$ cat config.mk
export PLATFORM = sky130hd
export DESIGN_NAME = sys_trap_unit
export DESIGN_NICKNAME = d
export VERILOG_FILES = /design/src/rtl/sys_trap_pkg.sv /design/src/rtl/sys_trap_ctrl.sv /design/src/rtl/sys_trap_dp.sv /design/src/rtl/sys_trap_unit.sv
export SDC_FILE = /design/constraint.sdc
export NUM_CORES = 1
export LEC_CHECK = 0
export BUFFER_PORTS_ARGS = -buffer_cell sky130_fd_sc_hd__buf_2
export CORE_MARGIN = 10
export CORE_UTILIZATION = 40
export CTS_BUF_LIST = sky130_fd_sc_hd__clkbuf_4 sky130_fd_sc_hd__clkbuf_8 sky130_fd_sc_hd__clkbuf_16
export DETAILED_ROUTE_END_ITERATION = 6
export PLACE_DENSITY = 0.83
export SYNTH_ARGS = -nofsm -noshare
export SYNTH_HDL_FRONTEND = slang
export SYNTH_SLANG_ARGS = --single-unit
$ cat constraint.sdc
create_clock -name clk -period 3.1 [get_ports clk]
set_input_delay 0.465 -clock clk [delete_from_list [all_inputs] [get_ports clk]]
set_output_delay 0.465 -clock clk [all_outputs]
set_load 0.02 [all_outputs]
$ cat src/rtl/sys_trap_pkg.sv
package sys_trap_pkg;

  // Strobes issued by the control half to the datapath half.
  typedef struct packed {
    logic saveCtx;     // capture return address and status word
    logic writeCause;  // load exception code into cause low field
    logic raiseFlags;  // set pending and interrupt-disable flags
    logic loadTarget;  // load handler address into redirect register
  } trapStrobes_t;

  localparam int EXC_PEND_BIT = 6;
  localparam int INT_DIS_BIT  = 5;
  localparam int CODE_W       = 16;

  localparam logic [4:0] SR_SAVED_PC     = 5'd0;
  localparam logic [4:0] SR_SAVED_STATUS = 5'd1;
  localparam logic [4:0] SR_CAUSE        = 5'd4;
  localparam logic [4:0] SR_STATUS       = 5'd5;

endpackage

$ cat src/rtl/sys_trap_ctrl.sv
module sys_trap_ctrl
  import sys_trap_pkg::*;
(
  input  logic         clk,
  input  logic         rstN,
  input  logic         trapReq,
  output trapStrobes_t strobes,
  output logic         redirectValid
);

  logic redirectQ;

  // Every side effect of the trap commits on the same edge.
  always_comb begin
    strobes            = '0;
    strobes.saveCtx    = trapReq;
    strobes.writeCause = trapReq;
    strobes.raiseFlags = trapReq;
    strobes.loadTarget = trapReq;
  end

  always_ff @(posedge clk or negedge rstN) begin
    if (!rstN) redirectQ <= 1'b0;
    else       redirectQ <= trapReq;
  end

  assign redirectValid = redirectQ;

endmodule

$ cat src/rtl/sys_trap_dp.sv
module sys_trap_dp
  import sys_trap_pkg::*;
#(
  parameter int          XLEN         = 32,
  parameter int          VEC_W        = 5,
  parameter int          ID_W         = 5,
  parameter logic [15:0] CODE_BASE    = 16'h0040,
  parameter logic [31:0] LOW_HANDLER  = 32'h0000_0040,
  parameter logic [31:0] HIGH_HANDLER = 32'h0000_0050
) (
  input  logic             clk,
  input  logic             rstN,
  input  trapStrobes_t     strobes,
  input  logic [VEC_W-1:0] trapVector,
  input  logic [XLEN-1:0]  pcNext,
  input  logic [ID_W-1:0]  sregSel,
  output logic [XLEN-1:0]  sregData,
  output logic [XLEN-1:0]  redirectPc,
  output logic [XLEN-1:0]  savedPcQ,
  output logic [XLEN-1:0]  savedStatusQ,
  output logic [XLEN-1:0]  causeQ,
  output logic [XLEN-1:0]  statusQ
);

  localparam int UPPER_W = XLEN - CODE_W;

  logic [CODE_W-1:0] excCode;
  logic [XLEN-1:0]   handlerAddr;
  logic [XLEN-1:0]   flagMask;
  logic [XLEN-1:0]   targetQ;

  assign excCode = CODE_BASE + CODE_W'(trapVector);

  // The vector's top bit picks one of two handler entry points.
  assign handlerAddr = trapVector[VEC_W-1] ? XLEN'(HIGH_HANDLER)
                                           : XLEN'(LOW_HANDLER);

  always_comb begin
    flagMask              = '0;
    flagMask[EXC_PEND_BIT] = 1'b1;
    flagMask[INT_DIS_BIT]  = 1'b1;
  end

  always_ff @(posedge clk or negedge rstN) begin
    if (!rstN) begin
      savedPcQ     <= '0;
      savedStatusQ <= '0;
    end else if (strobes.saveCtx) begin
      savedPcQ     <= pcNext;
      savedStatusQ <= statusQ;
    end
  end

  generate
    if (UPPER_W > 0) begin : g_wideCause
      always_ff @(posedge clk or negedge rstN) begin
        if (!rstN)                   causeQ <= '0;
        else if (strobes.writeCause) causeQ <= {causeQ[XLEN-1:CODE_W], excCode};
      end
    end else begin : g_narrowCause
      always_ff @(posedge clk or negedge rstN) begin
        if (!rstN)                   causeQ <= '0;
        else if (strobes.writeCause) causeQ <= excCode[XLEN-1:0];
      end
    end
  endgenerate

  always_ff @(posedge clk or negedge rstN) begin
    if (!rstN)                   statusQ <= '0;
    else if (strobes.raiseFlags) statusQ <= statusQ | flagMask;
  end

  always_ff @(posedge clk or negedge rstN) begin
    if (!rstN)                   targetQ <= '0;
    else if (strobes.loadTarget) targetQ <= handlerAddr;
  end

  assign redirectPc = targetQ;

  // IDs without a register read back as zero.
  always_comb begin
    case (sregSel)
      ID_W'(SR_SAVED_PC):     sregData = savedPcQ;
      ID_W'(SR_SAVED_STATUS): sregData = savedStatusQ;
      ID_W'(SR_CAUSE):        sregData = causeQ;
      ID_W'(SR_STATUS):       sregData = statusQ;
      default:                sregData = '0;
    endcase
  end

endmodule

$ cat src/rtl/sys_trap_unit.sv
module sys_trap_unit
  import sys_trap_pkg::*;
#(
  parameter int XLEN  = 32,
  parameter int VEC_W = 5,
  parameter int ID_W  = 5
) (
  input  logic             clk,
  input  logic             rstN,
  input  logic             trapReq,
  input  logic [VEC_W-1:0] trapVector,
  input  logic [XLEN-1:0]  pcNext,
  input  logic [ID_W-1:0]  sregSel,
  output logic [XLEN-1:0]  sregData,
  output logic             redirectValid,
  output logic [XLEN-1:0]  redirectPc
);

  trapStrobes_t    strobes;
  logic [XLEN-1:0] savedPcQ;
  logic [XLEN-1:0] savedStatusQ;
  logic [XLEN-1:0] causeQ;
  logic [XLEN-1:0] statusQ;

  sys_trap_ctrl u_ctrl (
    .clk           (clk),
    .rstN          (rstN),
    .trapReq       (trapReq),
    .strobes       (strobes),
    .redirectValid (redirectValid)
  );

  sys_trap_dp #(
    .XLEN  (XLEN),
    .VEC_W (VEC_W),
    .ID_W  (ID_W)
  ) u_dp (
    .clk          (clk),
    .rstN         (rstN),
    .strobes      (strobes),
    .trapVector   (trapVector),
    .pcNext       (pcNext),
    .sregSel      (sregSel),
    .sregData     (sregData),
    .redirectPc   (redirectPc),
    .savedPcQ     (savedPcQ),
    .savedStatusQ (savedStatusQ),
    .causeQ       (causeQ),
    .statusQ      (statusQ)
  );

endmodule

=== Yosys cells after proc, flatten, opt, wreduce, memory -nomap -nowiden ===
Index checks and enable logic that the tools add are counted.

* $add $sub $neg: 1
* Eq/ne operators: 3
* Mux-type cells: 2
* Reductions and logical operators: 1

{| class="wikitable"
|+ Operator list
! operator !! number
|-
| 32-bit case mux with 4 select lines || 1
|-
| 5-bit by 3-bit equality test with 1-bit output (second input constant) || 2
|-
| 7-bit by 5-bit adder with 8-bit output (first input constant) || 1
|-
| 5-bit by 1-bit equality test with 1-bit output (second input constant) || 1
|-
| 5-bit logical NOT || 1
|-
| 5-bit two-way mux || 1
|}

* Register bits after elaboration: 83
* Input port bits: 45
* Output and inout port bits: 65
* Word-level logic and storage cells: 13

=== Depth between registers and ports, before layout ===
* Word-level depth: 2
* Mapped depth: 4
* Gate-level depth less buffers: 2

=== Hierarchy ===
Synthesis repeated with hierarchy kept, for this count alone.

* Cells, all modules: 261
* Area, all modules: 2815.2 um^2

{| class="wikitable"
|+ Modules (own cells, without submodules)
! module !! instances !! cells an instance !! area an instance (um^2) !! sequential area each (um^2)
|-
| sys_trap_dp || 1 || 256 || 2760.1 || 1051.0
|-
| sys_trap_ctrl || 1 || 5 || 55.1 || 25.0
|}

=== Worst setup path after synthesis ===
No wires, ideal clock.

* Path type: input to output
* From: input sregSel[2]
* To: output sregData[5]
* Arrival: 1.542 ns
* Path slack: 1.093 ns
* Stages on the path: 4
* Cells stage by stage: clkbuf_1 > buf_2 > inv_1 > a211oi_1

* Word-level cells in the longest chain between the ends: 2

{| class="wikitable"
|+ Ends and longest elaborated chain
! element !! line !! source
|-
| start, declared || sys_trap_unit.sv:13 || <nowiki>input logic [ID_W-1:0] sregSel,</nowiki>
|-
| 5-bit by 3-bit equality test with 1-bit output (tied with other cells) || sys_trap_dp.sv:82 || <nowiki>case (sregSel)</nowiki>
|-
| 32-bit case mux with 4 select lines (*) || sys_trap_dp.sv:82 ||
|-
| end, declared || sys_trap_unit.sv:14 || <nowiki>output logic [XLEN-1:0] sregData,</nowiki>
|}

Mark *: on every way between the ends. The rest lies on a longest branch, timed or not.

=== Final worst setup path ===
* From: input sregSel[4]
* To: output sregData[29]

The elaborated chain is that of the path after synthesis.

==> impl_metrics.env <==
export IMPL_status="finished, final reports clean"
export IMPL_synthToLayoutAreaGrowth_pct=17.3
export IMPL_cts_tree="built"
export IMPL_hpwlAfterDp_mm=3.71
export IMPL_synth_cell_area_sq_um=2200
export IMPL_finalSetupViolations=0
export IMPL_syn_area_per_cell_sq_um=13.2
export IMPL_overflow=0
export IMPL_grt_pass1_wl_mm=7.67
export IMPL_synthCells=167
export IMPL_post_route_min_period_ns=2.29
export IMPL_synthMuxAreaShare_pct=22.6
export IMPL_synth_top_family_by_area="multiplexers"
export IMPL_ys_seq_area_share_pct=45.5
export IMPL_crit_chain="buf_2 > or4_4 > nor3b_2 > buf_2"
export IMPL_pre_cts_slack_ns=0.803
export IMPL_fin_ws_ns=0.810
export IMPL_path_common_cell="buf_2"
export IMPL_wirelength_mm=5.02
export IMPL_hp_class="in2async"
export IMPL_worstPathArrival_ns=1.83
export IMPL_final_common_cell="buf_2"
export IMPL_clockBufferDepth=2
export IMPL_synthSimpleGateAreaFrac_pct=16.5
export IMPL_post_cts_resized=0
export IMPL_maxSlewHeadroom_pct=40.8
export IMPL_die_y_microns=94.2
export IMPL_drive_above_1_share_pct=63.9
export IMPL_vdd_ir_drop_max_mv=0.274
export IMPL_grt_max_degree=41
export IMPL_dr_pass1_iters=3
export IMPL_cap_violations=0
export IMPL_postRouteAntennaNets=0
export IMPL_dieArea_sq_um=8870
export IMPL_yosysWarnings=0
export IMPL_n_fill_cell=503
export IMPL_worst_pin_slew_ns=0.888
export IMPL_cts_sinks=40
export IMPL_synth_compound_area_share_pct=1.02
export IMPL_synth_adder_area_share_pct=0
export IMPL_power_density_nw_per_um2=442
export IMPL_cts_root_buf="clkbuf_8"
export IMPL_top_layer_used="met4"
export IMPL_cp_slowest_cell="or4_4"
export IMPL_synth_cell_types=17
export IMPL_htreeDepth=2
export IMPL_rsz0062_at_grt="no"
export IMPL_wl_met2_mm=2.33
export IMPL_cts_setup_buffers=0
export IMPL_grt_pass1_vias=1603
export IMPL_drt_met1_wl_mm=1.93
export IMPL_fin_skew_ns=0.0000190
export IMPL_whs_ns=0.286
export IMPL_finalCritPeriodShare_pct=73.9
export IMPL_finalNetCount=285
export IMPL_fin_tns_setup_ns=0
export IMPL_slowest_delay_ns=0.79
export IMPL_met3_length_microns=719
export IMPL_grt_usage_pct=10.8
export IMPL_antenna_found_initial=0
export IMPL_wl_per_cell_microns=16.1
export IMPL_cts_buffers_inserted=5
export IMPL_report_final_slew_viol_count=0
export IMPL_rows=26
export IMPL_insertedDiodeCount=0
export IMPL_final_hold_viol_count=0
export IMPL_synth_xor_area_share_pct=0
export IMPL_insertion_delay_ns=0.28
export IMPL_vias=1393
export IMPL_fmax_mhz=437
export IMPL_critPathKind="in2out"
export IMPL_ys_ff_latch=40
export IMPL_required_ns=2.63
export IMPL_ctsHoldBuffers=0
export IMPL_gp_congestion=0.655
export IMPL_drc=0
export IMPL_p_leak_nw=1.23
export IMPL_layout_common_cells="buf_2, dfrtp_1, mux2_2"
export IMPL_end_kind="primary output"
export IMPL_fp_coreArea_sq_um=5240
export IMPL_dr_first_iter_drc_count=44
export IMPL_start_util_pct=42.0
export IMPL_ios=110
export IMPL_critPathLaunchType="primary input"
export IMPL_worstPathMaxFanout=30
export IMPL_die_w_microns=94.2
export IMPL_vias_per_cell=4.48
export IMPL_portBuffers=79
export IMPL_path_clk_slew_ns=0.09
path summary, 6_finish.rpt:
| check | start | end | slack (ns) | cells after the start |
|---|---|---|---|---|
| min reg2reg | u_dp.savedPcQ[17]$_DFFE_PN0P_ | u_dp.savedPcQ[17]$_DFFE_PN0P_ | 0.50 | 1 |
| min | rstN | u_dp.savedPcQ[11]$_DFFE_PN0P_ | 0.29 | 1 |
| min in group clk | pcNext[13] | u_dp.savedPcQ[13]$_DFFE_PN0P_ | 0.40 | 2 |
| max | sregSel[4] | sregData[29] | 0.81 | 4 |
| max in group asynchronous | rstN | u_dp.savedPcQ[19]$_DFFE_PN0P_ | 2.25 | 1 |
| max reg2reg | u_dp.redirectPc[6]$_DFFE_PN0P_ | u_dp.redirectPc[6]$_DFFE_PN0P_ | 2.26 | 1 |
metrics by stage:
step / instance area (sq um) / utilization [%] / total power (W) / std cells
floorplan: 2310 / - / 0.000767 / 196
global placement: 2490 / 47.6 / 0.000790 / 303
detailed placement: 2490 / 47.6 / 0.000799 / 303
CTS: 2580 / 49.3 / 0.00116 / 311
global route: 2580 / 49.3 / 0.00120 / 311
finish: 2580 / 49.3 / 0.00114 / 311
synth_stat cells (all sizes together):
master | instances | area (sq um)
or3 | 1 | 7.51
or4 | 1 | 11.3
or2 | 1 | 6.26
mux2i | 7 | 70.1
a21boi | 1 | 7.51
conb | 1 | 3.75
nor2b | 1 | 6.26
buf | 40 | 299
nor3b | 25 | 313
a211oi | 2 | 15.0
dfrtp | 40 | 1000
mux2 | 38 | 428
inv | 1 | 3.75
clkbuf | 3 | 11.3
nor2 | 5 | 18.8
report_power, final:
group | internal, W | switching, W
sequential | 0.000570 | 0.0000223
combinational | 0.0000893 | 0.000105
clock | 0.000159 | 0.000196
registers in the layout, indices dropped and copies added, names as in the netlist:
name,cells
u_ctrl.redirectValid,1
u_dp.redirectPc,1
u_dp.savedStatusQ,1
u_dp.savedPcQ,32
u_dp.causeQ,5
layout make-up:
type,instances,area [sq um],share of cell area [%]
clock buffer,5,68.8,2.66
clock inverter,3,23.8,0.920
inverter,1,3.75,0.145
multi-input combinational,112,996,38.5
sequential,40,1000,38.7
tap,70,87.6,3.39
timing repair buffer,80,403,15.6
metal layers:
| layer | global-route usage [%] | vias up |
|---|---|---|
| li1 | - | 657 |
| met1 | 11.9 | 662 |
| met2 | 17.3 | 68 |
| met3 | 6.47 | 6 |
| met4 | 2.66 | 0 |
| met5 | 0 | - |
critical path: cells and delay by family:
| family | cells | cell delay (ns) |
|---|---|---|
| simple gates | 2 | 1.06 |
| buf+inv | 2 | 0.29 |
cell families after synthesis:
group	Yosys count
buffers and inverters	44
muxes	45
other	1
AOI/OAI and AO/OA	3
DFF	40
and+or+nand+nor	34
Note: power is estimated with default switching activity, not from simulation.
